### config.mk
export PLATFORM = sky130hd
export DESIGN_NAME = dual_timer_regs
export DESIGN_NICKNAME = d
export VERILOG_FILES = /design/src/rtl/dtr_pkg.sv /design/src/rtl/dtr_ctrl.sv /design/src/rtl/dtr_timer.sv /design/src/rtl/dtr_datapath.sv /design/src/rtl/dual_timer_regs.sv
export SDC_FILE = /design/constraint.sdc
export NUM_CORES = 1
export LEC_CHECK = 0
export CORE_ASPECT_RATIO = 0.6
export CORE_UTILIZATION = 32
export DETAILED_ROUTE_END_ITERATION = 16
export PLACE_DENSITY = 0.58
export SLEW_MARGIN = 20
export SYNTH_ARGS = -nofsm -noshare
export SYNTH_HDL_FRONTEND = slang
export SYNTH_SLANG_ARGS = --single-unit
### constraint.sdc
create_clock -name clk -period 3.3 [get_ports clk]
set_input_delay 0.495 -clock clk [delete_from_list [all_inputs] [get_ports clk]]
set_output_delay 0.495 -clock clk [all_outputs]
set_load 0.005 [all_outputs]
### src/rtl/dtr_pkg.sv
package dtr_pkg;
  localparam int ADDR_W = 4;
  localparam int BYTE_W = 8;
  localparam int FLAG_W = 5;

  localparam logic [ADDR_W-1:0] A_PORTA = 4'h0;
  localparam logic [ADDR_W-1:0] A_PORTB = 4'h1;
  localparam logic [ADDR_W-1:0] A_DIRA  = 4'h2;
  localparam logic [ADDR_W-1:0] A_DIRB  = 4'h3;
  localparam logic [ADDR_W-1:0] A_TALO  = 4'h4;
  localparam logic [ADDR_W-1:0] A_TAHI  = 4'h5;
  localparam logic [ADDR_W-1:0] A_TBLO  = 4'h6;
  localparam logic [ADDR_W-1:0] A_TBHI  = 4'h7;
  localparam logic [ADDR_W-1:0] A_SER   = 4'hC;
  localparam logic [ADDR_W-1:0] A_ICR   = 4'hD;
  localparam logic [ADDR_W-1:0] A_CTLA  = 4'hE;
  localparam logic [ADDR_W-1:0] A_CTLB  = 4'hF;

  localparam int CTL_START   = 0;
  localparam int CTL_ONESHOT = 3;
  localparam int CTL_LOAD    = 4;

  localparam int FLG_TA  = 0;
  localparam int FLG_TB  = 1;
  localparam int FLG_SER = 3;
  localparam int ICR_SET = 7;

  typedef struct packed {
    logic wrPortA;
    logic wrPortB;
    logic wrDirA;
    logic wrDirB;
    logic wrLoA;
    logic wrHiA;
    logic wrLoB;
    logic wrHiB;
    logic wrSer;
    logic wrIcr;
    logic wrCtlA;
    logic wrCtlB;
    logic rdAny;
    logic rdIcr;
  } regStrobes_t;
endpackage

### src/rtl/dtr_ctrl.sv
module dtr_ctrl
  import dtr_pkg::*;
(
  input  logic              cs,
  input  logic              rdEn,
  input  logic              wrEn,
  input  logic [ADDR_W-1:0] addr,
  output regStrobes_t       strb
);
  logic wrHit;
  logic rdHit;

  assign wrHit = cs & wrEn;
  assign rdHit = cs & rdEn;

  always_comb begin
    strb = '0;
    strb.rdAny = rdHit;
    strb.rdIcr = rdHit && (addr == A_ICR);
    if (wrHit) begin
      unique case (addr)
        A_PORTA: strb.wrPortA = 1'b1;
        A_PORTB: strb.wrPortB = 1'b1;
        A_DIRA:  strb.wrDirA  = 1'b1;
        A_DIRB:  strb.wrDirB  = 1'b1;
        A_TALO:  strb.wrLoA   = 1'b1;
        A_TAHI:  strb.wrHiA   = 1'b1;
        A_TBLO:  strb.wrLoB   = 1'b1;
        A_TBHI:  strb.wrHiB   = 1'b1;
        A_SER:   strb.wrSer   = 1'b1;
        A_ICR:   strb.wrIcr   = 1'b1;
        A_CTLA:  strb.wrCtlA  = 1'b1;
        A_CTLB:  strb.wrCtlB  = 1'b1;
        default: ;
      endcase
    end
  end
endmodule

### src/rtl/dtr_timer.sv
module dtr_timer
  import dtr_pkg::*;
#(
  parameter int CNT_W = 16,
  parameter int DAT_W = 8
) (
  input  logic             clk,
  input  logic             rstN,
  input  logic             wrLo,
  input  logic             wrHi,
  input  logic             wrCtl,
  input  logic [DAT_W-1:0] wrData,
  output logic [CNT_W-1:0] count,
  output logic [DAT_W-1:0] ctlOut,
  output logic             underflow
);
  localparam int HI_W = CNT_W - DAT_W;

  logic [CNT_W-1:0] latch;
  logic [DAT_W-1:0] ctl;
  logic             running;
  logic             atZero;
  logic             forceLoad;

  assign running   = ctl[CTL_START];
  assign atZero    = (count == '0);
  assign underflow = running & atZero;
  assign forceLoad = wrCtl & wrData[CTL_LOAD];
  assign ctlOut    = ctl;

  always_ff @(posedge clk or negedge rstN) begin
    if (!rstN) begin
      latch <= '0;
      count <= '0;
      ctl   <= '0;
    end else begin
      if (wrLo) latch[DAT_W-1:0] <= wrData;
      if (wrHi) latch[CNT_W-1:DAT_W] <= wrData[HI_W-1:0];

      if (forceLoad)
        count <= latch;
      else if (wrHi && !running)
        count <= {wrData[HI_W-1:0], latch[DAT_W-1:0]};
      else if (running)
        count <= atZero ? latch : count - 1'b1;

      if (wrCtl)
        ctl <= wrData & ~(DAT_W'(1) << CTL_LOAD);
      else if (underflow && ctl[CTL_ONESHOT])
        ctl[CTL_START] <= 1'b0;
    end
  end

  p_reload_at_zero_r5: assert property (@(posedge clk) disable iff (!rstN)
    running && atZero |=> count == $past(latch));
  p_decrement_r5: assert property (@(posedge clk) disable iff (!rstN)
    running && !atZero && !forceLoad |=> count == $past(count) - 1'b1);
  p_oneshot_stop_r6: assert property (@(posedge clk) disable iff (!rstN)
    underflow && ctl[CTL_ONESHOT] && !wrCtl |=> !ctl[CTL_START]);
  p_load_bit_clear_r7: assert property (@(posedge clk) disable iff (!rstN)
    wrCtl |=> !ctl[CTL_LOAD]);
  p_lo_keeps_count_r2: assert property (@(posedge clk) disable iff (!rstN)
    wrLo && !running && !wrCtl |=> $stable(count));
endmodule

### src/rtl/dtr_datapath.sv
module dtr_datapath
  import dtr_pkg::*;
#(
  parameter int CNT_W = 16
) (
  input  logic              clk,
  input  logic              rstN,
  input  regStrobes_t       strb,
  input  logic [ADDR_W-1:0] addr,
  input  logic [BYTE_W-1:0] wrData,
  input  logic [BYTE_W-1:0] portAIn,
  input  logic [BYTE_W-1:0] portBIn,
  input  logic [CNT_W-1:0]  countA,
  input  logic [CNT_W-1:0]  countB,
  input  logic [BYTE_W-1:0] ctlA,
  input  logic [BYTE_W-1:0] ctlB,
  input  logic              uflA,
  input  logic              uflB,
  output logic [BYTE_W-1:0] rdData,
  output logic [BYTE_W-1:0] portAOut,
  output logic [BYTE_W-1:0] portAOe,
  output logic [BYTE_W-1:0] portBOut,
  output logic [BYTE_W-1:0] portBOe,
  output logic              irq
);
  localparam int PAD_W = BYTE_W - FLAG_W - 1;

  logic [BYTE_W-1:0] serByte;
  logic [FLAG_W-1:0] flags;
  logic [FLAG_W-1:0] mask;
  logic [FLAG_W-1:0] flagSet;
  logic [BYTE_W-1:0] rdMux;
  logic              newEvent;

  always_comb begin
    flagSet = '0;
    flagSet[FLG_TA]  = uflA;
    flagSet[FLG_TB]  = uflB;
    flagSet[FLG_SER] = strb.wrSer;
  end
  assign newEvent = |flagSet;
  assign irq      = |(flags & mask);

  always_ff @(posedge clk or negedge rstN) begin
    if (!rstN) begin
      portAOut <= '0;
      portBOut <= '0;
      portAOe  <= '0;
      portBOe  <= '0;
      serByte  <= '0;
      flags    <= '0;
      mask     <= '0;
    end else begin
      if (strb.wrPortA) portAOut <= wrData;
      if (strb.wrPortB) portBOut <= wrData;
      if (strb.wrDirA)  portAOe  <= wrData;
      if (strb.wrDirB)  portBOe  <= wrData;
      if (strb.wrSer)   serByte  <= wrData;
      flags <= (strb.rdIcr ? '0 : flags) | flagSet;
      if (strb.wrIcr) begin
        if (wrData[ICR_SET]) mask <= mask | wrData[FLAG_W-1:0];
        else                 mask <= mask & ~wrData[FLAG_W-1:0];
      end
    end
  end

  always_comb begin
    rdMux = '0;
    unique case (addr)
      A_PORTA: rdMux = (portAOut & portAOe) | (portAIn & ~portAOe);
      A_PORTB: rdMux = (portBOut & portBOe) | (portBIn & ~portBOe);
      A_DIRA:  rdMux = portAOe;
      A_DIRB:  rdMux = portBOe;
      A_TALO:  rdMux = countA[BYTE_W-1:0];
      A_TAHI:  rdMux = countA[CNT_W-1:BYTE_W];
      A_TBLO:  rdMux = countB[BYTE_W-1:0];
      A_TBHI:  rdMux = countB[CNT_W-1:BYTE_W];
      A_SER:   rdMux = serByte;
      A_ICR:   rdMux = {|flags, {PAD_W{1'b0}}, flags};
      A_CTLA:  rdMux = ctlA;
      A_CTLB:  rdMux = ctlB;
      default: rdMux = '0;
    endcase
  end

  always_ff @(posedge clk or negedge rstN) begin
    if (!rstN)           rdData <= '0;
    else if (strb.rdAny) rdData <= rdMux;
  end

  p_flags_clear_r8: assert property (@(posedge clk) disable iff (!rstN)
    strb.rdIcr && !newEvent |=> flags == '0);
  p_irq_drop_r11: assert property (@(posedge clk) disable iff (!rstN)
    strb.rdIcr && !newEvent |=> !irq);
  p_mask_set_r9: assert property (@(posedge clk) disable iff (!rstN)
    strb.wrIcr && wrData[ICR_SET] |=>
      (mask & $past(wrData[FLAG_W-1:0])) == $past(wrData[FLAG_W-1:0]));
  p_mask_clr_r9: assert property (@(posedge clk) disable iff (!rstN)
    strb.wrIcr && !wrData[ICR_SET] |=> (mask & $past(wrData[FLAG_W-1:0])) == '0);
  p_serial_flag_r10: assert property (@(posedge clk) disable iff (!rstN)
    strb.wrSer |=> flags[FLG_SER] && serByte == $past(wrData));
endmodule

### src/rtl/dual_timer_regs.sv
module dual_timer_regs
  import dtr_pkg::*;
#(
  parameter int TIMER_W = 16
) (
  input  logic              clk,
  input  logic              rstN,
  input  logic              cs,
  input  logic              rdEn,
  input  logic              wrEn,
  input  logic [ADDR_W-1:0] addr,
  input  logic [BYTE_W-1:0] wrData,
  output logic [BYTE_W-1:0] rdData,
  input  logic [BYTE_W-1:0] portAIn,
  input  logic [BYTE_W-1:0] portBIn,
  output logic [BYTE_W-1:0] portAOut,
  output logic [BYTE_W-1:0] portAOe,
  output logic [BYTE_W-1:0] portBOut,
  output logic [BYTE_W-1:0] portBOe,
  output logic              irq
);
  localparam int N_TMR = 2;

  regStrobes_t       strb;
  logic [N_TMR-1:0]  loWr;
  logic [N_TMR-1:0]  hiWr;
  logic [N_TMR-1:0]  ctlWr;
  logic [N_TMR-1:0]  ufl;
  logic [TIMER_W-1:0] tCount [N_TMR];
  logic [BYTE_W-1:0]  tCtl   [N_TMR];

  assign loWr  = {strb.wrLoB, strb.wrLoA};
  assign hiWr  = {strb.wrHiB, strb.wrHiA};
  assign ctlWr = {strb.wrCtlB, strb.wrCtlA};

  dtr_ctrl uCtrl (
    .cs   (cs),
    .rdEn (rdEn),
    .wrEn (wrEn),
    .addr (addr),
    .strb (strb)
  );

  for (genvar i = 0; i < N_TMR; i++) begin : gTimer
    dtr_timer #(.CNT_W(TIMER_W), .DAT_W(BYTE_W)) uTimer (
      .clk       (clk),
      .rstN      (rstN),
      .wrLo      (loWr[i]),
      .wrHi      (hiWr[i]),
      .wrCtl     (ctlWr[i]),
      .wrData    (wrData),
      .count     (tCount[i]),
      .ctlOut    (tCtl[i]),
      .underflow (ufl[i])
    );
  end

  dtr_datapath #(.CNT_W(TIMER_W)) uData (
    .clk      (clk),
    .rstN     (rstN),
    .strb     (strb),
    .addr     (addr),
    .wrData   (wrData),
    .portAIn  (portAIn),
    .portBIn  (portBIn),
    .countA   (tCount[0]),
    .countB   (tCount[1]),
    .ctlA     (tCtl[0]),
    .ctlB     (tCtl[1]),
    .uflA     (ufl[0]),
    .uflB     (ufl[1]),
    .rdData   (rdData),
    .portAOut (portAOut),
    .portAOe  (portAOe),
    .portBOut (portBOut),
    .portBOe  (portBOe),
    .irq      (irq)
  );

  p_irq_reset_r13: assert property (@(posedge clk) $rose(rstN) |-> !irq);
endmodule

==> flow_metrics.py, run 1 <==
metrics = {
    "sta": {
        "relSlewSlack": 0.335,
        "fin_hold_ws_ns": 0.483,
        "post-route-min-period_ns": 2.57,
        "max_freq_ghz": 0.390,
        "drv_slew": 0,
        "fin_crit_sh": 0.778,
        "skew_ns": 0.00604,
        "worstMarginPinSlew_ns": 0.994,
        "finalSetupViolations": 0,
        "tns_ns": 0,
        "hold_violations": 0,
        "grt_setup_unrepaired": "false",
    },
    "clock_tree": {
        "clockBufferDepth": 2,
        "cts.sinks": 132,
        "cts_setup_buffers": 0,
        "cts_made_buffers": 17,
        "clockRootBuffer": "clkbuf_16",
        "ctsHoldBuffers": 1,
        "cts_tree": "done",
        "insertion_delay_ns": 0.44,
        "clk_pin_slew_ns": 0.06,
        "htreeDepth": 4,
        "cts_repair_resize_count": 0,
    },
    "worst_hold_path": {
        "hold_path_class": "reg2reg",
        "worstHoldPathCells": 2,
        "holdCritStartpoint": "gTimer[1].uTimer.latch[13]$_DFFE_PN0P_",
        "min_to": "gTimer[1].uTimer.latch[13]$_DFFE_PN0P_",
    },
    "global_route": {
        "grtUsageTotal": 0.234,
        "grt_pass1_vias": 6200,
        "antenna_found_initial": 0,
        "grt_first_pass_wirelength_um": 40300,
        "grt-ovfl-total": 0,
        "grt_max_degree": 70,
    },
    "place": {
        "port_buffers": 73,
        "dp.final_hpwl_um": 19300,
        "place.gp.congestion": 0.937,
    },
    "critical_path": {
        "rr_worst_depth": 8,
        "timing.rr.end": "gTimer[0].uTimer.count[4]$_DFFE_PN0P_",
        "cp.required_ns": 3.62,
        "endpoint_kind": "register",
        "reg2reg_from": "gTimer[0].uTimer.count[0]$_DFFE_PN0P_",
        "rrSetupSlack_ns": 0.73,
        "arrival_ns": 2.88,
        "worstSetupStartpointType": "register",
        "critPathKind": "reg2reg",
        "cpPeakStageDelay_ns": 0.46,
        "path_max_fanout": 7,
        "cp_cell_sequence": "inv_1 -> ha_1 -> nor4b_1 -> nand4_1 -> nand3_1 -> buf_4 -> mux2i_1 -> o2bb2ai_1",
        "slowest_stage": "nor4b_1",
    },
    "detailed_routing": {
        "drc": 0,
        "dr.pass1.iters": 5,
        "viasPerCell": 5.69,
        "drtIter0Drc": 732,
        "wire_per_inst_um": 22.8,
        "postRouteAntennaNets": 0,
        "detailroute.via_count": 6575,
        "wl_um": 26300,
    },
    "synthesis": {
        "syn_inst": 745,
        "synth.ff_latch_count": 132,
        "async_flop_share": 1.00,
        "synth_area_mm2": 0.00732,
        "ys_warn_count": 0,
        "ys_types": 69,
        "synth_edf_count": 0,
        "synth_area_per_cell_um2": 9.82,
        "synthFlopType": "dfrtp_1",
        "syn-num-nets": 782,
        "yosysSeqAreaShare": 0.452,
    },
    "layout": {
        "fin_util": 0.413,
        "layout_commonest_cell": "dfrtp_1",
        "drive_gt1_frac": 0.196,
        "final_nets": 871,
        "diodes": 0,
        "final_cell_mix": "132 x dfrtp_1, 101 x nand2_1, 80 x mux2_2",
        "syn2layout_area_growth_pct": 25.5,
    },
    "die": {
        "start_util": 0.329,
        "die_area_mm2": 0.0235,
        "ioPinCount": 74,
        "die_y_um": 119,
        "core_mm2": 0.0222,
        "dieWidth_um": 197,
        "std_cell_rows": 42,
    },
    "outcome": {
        "status": "finished, final reports clean",
    },
    "run": {
        "cap_violations": 0,
    },
    "power_and_ir_drop": {
        "power_density_mw_per_mm2": 670,
        "p_leak_nw": 3.92,
        "total_power_mw": 6.16,
        "max-vdd-ir-drop_uv": 352,
    },
}
-- metrics by stage --
| step | setup WS (ns) | area, µm² | std cells |
|---|---|---|---|
| final | 0.733 | 9180 | 1155 |
| after global routing | 0.595 | 9180 | 1155 |
| after CTS | 0.788 | 9180 | 1155 |
| after detailed placement | 0.354 | 8570 | 1122 |
| after global placement | 0.351 | 8570 | 1122 |
| after floorplan | 0.977 | 7320 | 745 |
-- synthesized netlist by cell type (all sizes together) (6+ instances only) --
master	n	area [µm²]
a211oi	6	45.0
a21oi	24	120
a22oi	9	67.6
a31oi	8	50.1
a32oi	7	61.3
and3	6	37.5
buf	9	48.8
clkbuf	37	139
dfrtp	132	3300
inv	23	86.3
mux2	80	901
mux2i	17	170
nand2	101	379
nand2b	8	50.1
nand3	20	100
nand4	6	37.5
nor2	38	143
nor3	28	145
nor4	12	81.3
o21ai	46	230
o22ai	9	56.3
o2bb2ai	9	78.8
or3	8	50.1
or4	8	68.8
-- critical path, delay by kind of cell, from the launching register on --
family	cells	cell delay (ns)
fa+ha+maj	1	0.21
buf+inv	2	0.46
simple gates	3	1.02
flops	1	0.44
mux	1	0.22
compound gates	1	0.10
-- layer usage --
| layer | part of all wire | vias up | GRT usage |
|---|---|---|---|
| li1 | - | 2958 | - |
| met1 | 0.51 | 3289 | 0.379 |
| met2 | 0.37 | 302 | 0.283 |
| met3 | 0.10 | 26 | 0.0796 |
| met4 | 0.012 | 0 | 0.0547 |
| met5 | 0 | - | 0 |
-- kinds of logic after synthesis --
| family | after synthesis | synth area share |
|---|---|---|
| adders and majority gates | 4 | 0.00684 |
| buffers and inverters | 69 | 0.0375 |
| xor gates and xnor gates | 7 | 0.00838 |
| DFF | 132 | 0.452 |
| muxes | 101 | 0.159 |
| and+or+nand+nor | 261 | 0.178 |
| AOI/OAI and AO/OA | 171 | 0.160 |
-- cell type report --
cell class,count,area (µm²)
Clock buffer,19,453
Clock inverter,13,148
Fill cell,2161,13000
Inverter,23,86.3
Multi-Input combinational cell,544,3740
Sequential cell,132,3300
Tap cell,308,385
Timing Repair Buffer,116,1070
-- worst max-delay path by stage --
stage	startpoint	endpoint	slack, ns	cells after the start
after floorplan	gTimer[1].uTimer.count[6]$_DFFE_PN0P_	gTimer[1].uTimer.count[14]$_DFFE_PN0P_	0.98	6
after global placement	addr[3]	uData.portBOe[5]$_DFFE_PN0P_	0.35	5
after detailed placement	addr[3]	uData.portBOe[1]$_DFFE_PN0P_	0.35	5
after CTS	gTimer[0].uTimer.count[0]$_DFFE_PN0P_	gTimer[0].uTimer.count[4]$_DFFE_PN0P_	0.79	8
after global routing	gTimer[0].uTimer.count[0]$_DFFE_PN0P_	gTimer[0].uTimer.count[4]$_DFFE_PN0P_	0.60	8
final	gTimer[0].uTimer.count[0]$_DFFE_PN0P_	gTimer[0].uTimer.count[4]$_DFFE_PN0P_	0.73	8
-- power by group --
part	switching (mW)	internal [mW]
Clock	0.791	1.16
Sequential	0.602	2.02
Combinational	0.762	0.818
No activity file was read; power rests on OpenSTA's default activity.
==> inputs of run 2 (changes only) <==
==> constraint.sdc (replaced) <==
create_clock -name clk -period 2.4 [get_ports clk]
set_input_delay 0.36 -clock clk [delete_from_list [all_inputs] [get_ports clk]]
set_output_delay 0.36 -clock clk [all_outputs]
set_load 0.005 [all_outputs]
==> run 2 against run 1 <==
Net effect: worst setup slack got worse by 0.66 ns; power rose by 38%; first-iteration DRC count up 21%; design area increased by 6.4%; global-route usage rose by 0.25 points; flip-flop and latch count stayed put; utilization increased by 2.7 points; cell count increased by 6.9%; critical path depth decreased by 3; count of clock-buffer cells in the layout up 1.
==> flow_metrics.py, run 2 (synthesis results as in run 1) <==
metrics = {
    "outcome": {
        "status": "finished, final reports clean",
    },
    "detailed_routing": {
        "dr.pass1.iters": 7,
        "detailroute.via_count": 6904,
        "viasPerCell": 5.59,
        "postRouteAntennaNets": 0,
        "wl_um": 26900,
        "drc": 0,
        "wire_per_inst_um": 21.8,
        "drtIter0Drc": 884,
    },
    "global_route": {
        "grt_max_degree": 73,
        "grt_first_pass_wirelength_um": 40900,
        "grt-ovfl-total": 0,
        "grt_pass1_vias": 6444,
        "antenna_found_initial": 0,
        "grtUsageTotal": 0.237,
    },
    "layout": {
        "finalNonFillerCells": 1235,
        "drive_gt1_frac": 0.269,
        "final_cell_mix": "132 x dfrtp_1, 120 x buf_4, 101 x nand2_1",
        "layout_commonest_cell": "dfrtp_1",
        "fill_cells": 2162,
        "syn2layout_area_growth_pct": 33.6,
        "final_nets": 952,
        "finalInstanceArea_mm2": 0.00978,
        "diodes": 0,
    },
    "clock_tree": {
        "insertion_delay_ns": 0.43,
        "clockRootBuffer": "clkbuf_16",
        "clk_pin_slew_ns": 0.06,
        "cts_made_buffers": 17,
        "htreeDepth": 4,
        "cts.sinks": 132,
        "cts_tree": "done",
        "clockBufferDepth": 2,
    },
    "critical_path": {
        "cp_cell_sequence": "or4_4 -> or3_1 -> or4_4 -> o2111a_1 -> a221o_1",
        "cpPeakStageDelay_ns": 0.54,
        "worstSetupStartpointType": "register",
        "cp_common_cell": "or4_4",
        "critPathKind": "reg2reg",
        "arrival_ns": 2.64,
        "slowest_stage": "or4_4",
        "endpoint_kind": "register",
        "cp.required_ns": 2.71,
        "path_max_fanout": 2,
    },
    "sta": {
        "worstMarginPinSlew_ns": 0.693,
        "grt_setup_unrepaired": "false",
        "tns_ns": 0,
        "fin_crit_sh": 0.971,
        "skew_ns": 0.00828,
        "hold_violations": 0,
        "max_freq_ghz": 0.429,
        "finalSetupViolations": 0,
        "fin_hold_ws_ns": 0.359,
        "relSlewSlack": 0.537,
        "drv_slew": 0,
        "post-route-min-period_ns": 2.33,
    },
    "place": {
        "dp_cells": 1203,
        "dp.final_hpwl_um": 20200,
        "port_buffers": 73,
        "placed_area_mm2": 0.00921,
        "place.gp.congestion": 0.986,
    },
    "power_and_ir_drop": {
        "max-vdd-ir-drop_uv": 473,
        "total_power_mw": 8.49,
        "power_density_mw_per_mm2": 869,
        "p_leak_nw": 4.28,
    },
    "die": {
        "start_util": 0.329,
        "die_area_mm2": 0.0235,
        "dieWidth_um": 197,
        "die_y_um": 119,
        "core_mm2": 0.0222,
        "std_cell_rows": 42,
        "ioPinCount": 74,
    },
    "worst_hold_path": {
        "hold_path_class": "in2async",
    },
    "run": {
        "cap_violations": 0,
    },
}
run 2: cell types whose count changed in the layout (fill, tap and decap cells not counted), moves of 2 or more:
cell / change
clkinv_4: -2
inv_6: -2
bufinv_16: -2
buf_4: +79
buf_12: +2
clkinvlp_4: +3
run 2: metrics by stage:
| stage | util | worst slack [ns] |
|---|---|---|
| floorplan | - | 0.0773 |
| global placement | 0.414 | -0.187 |
| detailed placement | 0.414 | -0.160 |
| CTS | 0.439 | 0.0936 |
| global route | 0.440 | 0.0135 |
| finish | 0.440 | 0.0691 |
run 2: power breakdown:
part / switching (mW) / internal (mW)
Combinational: 1.27 / 1.37
Sequential: 0.672 / 2.78
Clock: 1.03 / 1.37
run 2: critical path, delay by kind of cell, from the launching register on:
family,cells,cell delay (ns)
AO/OA/AOI/OAI,2,0.42
flip-flops,1,0.38
AND/OR/NAND/NOR,3,1.41
run 2: cell type report:
| type | instances | area [µm²] | share of cell area |
|---|---|---|---|
| multi-input cells | 544 | 3760 | 0.385 |
| flip-flops and latches | 132 | 3300 | 0.338 |
| repair buffers | 197 | 1700 | 0.174 |
| clock buffers | 20 | 457 | 0.0467 |
| well taps | 308 | 385 | 0.0394 |
| inverters | 23 | 86.3 | 0.00883 |
| clock inverters | 11 | 80.1 | 0.00819 |
run 2: worst paths after layout:
path | startpoint | to | slack, ns | cells after the start
worst max-delay path | gTimer[1].uTimer.count[6]$_DFFE_PN0P_ | gTimer[1].uTimer.count[14]$_DFFE_PN0P_ | 0.07 | 5
worst min-delay path | rstN | gTimer[0].uTimer.count[1]$_DFFE_PN0P_ | 0.36 | 2
worst max register to register | gTimer[1].uTimer.count[6]$_DFFE_PN0P_ | gTimer[1].uTimer.count[14]$_DFFE_PN0P_ | 0.07 | 5
worst min register to register | gTimer[0].uTimer.latch[14]$_DFFE_PN0P_ | gTimer[0].uTimer.latch[14]$_DFFE_PN0P_ | 0.48 | 2
max in group asynchronous | rstN | uData.portBOe[4]$_DFFE_PN0P_ | 1.25 | 3
min in group clk | gTimer[0].uTimer.latch[14]$_DFFE_PN0P_ | gTimer[0].uTimer.latch[14]$_DFFE_PN0P_ | 0.48 | 2
run 2: per-layer routing:
layer  global-route usage  part of all wire  vias to the layer above
met3               0.0700             0.099                       28
li1                     -                 -                     3106
met1                0.391              0.52                     3429
met5                    0                 0                        -
met2                0.286              0.37                      341
met4               0.0518             0.010                        0
run 2: what timing repair did:
item,CTS,global route
setup buffers,0,0
hold buffers,1,0
gates resized for setup,0,4
hold endpoints to repair,23,0
endpoints found under the setup margin,0,7
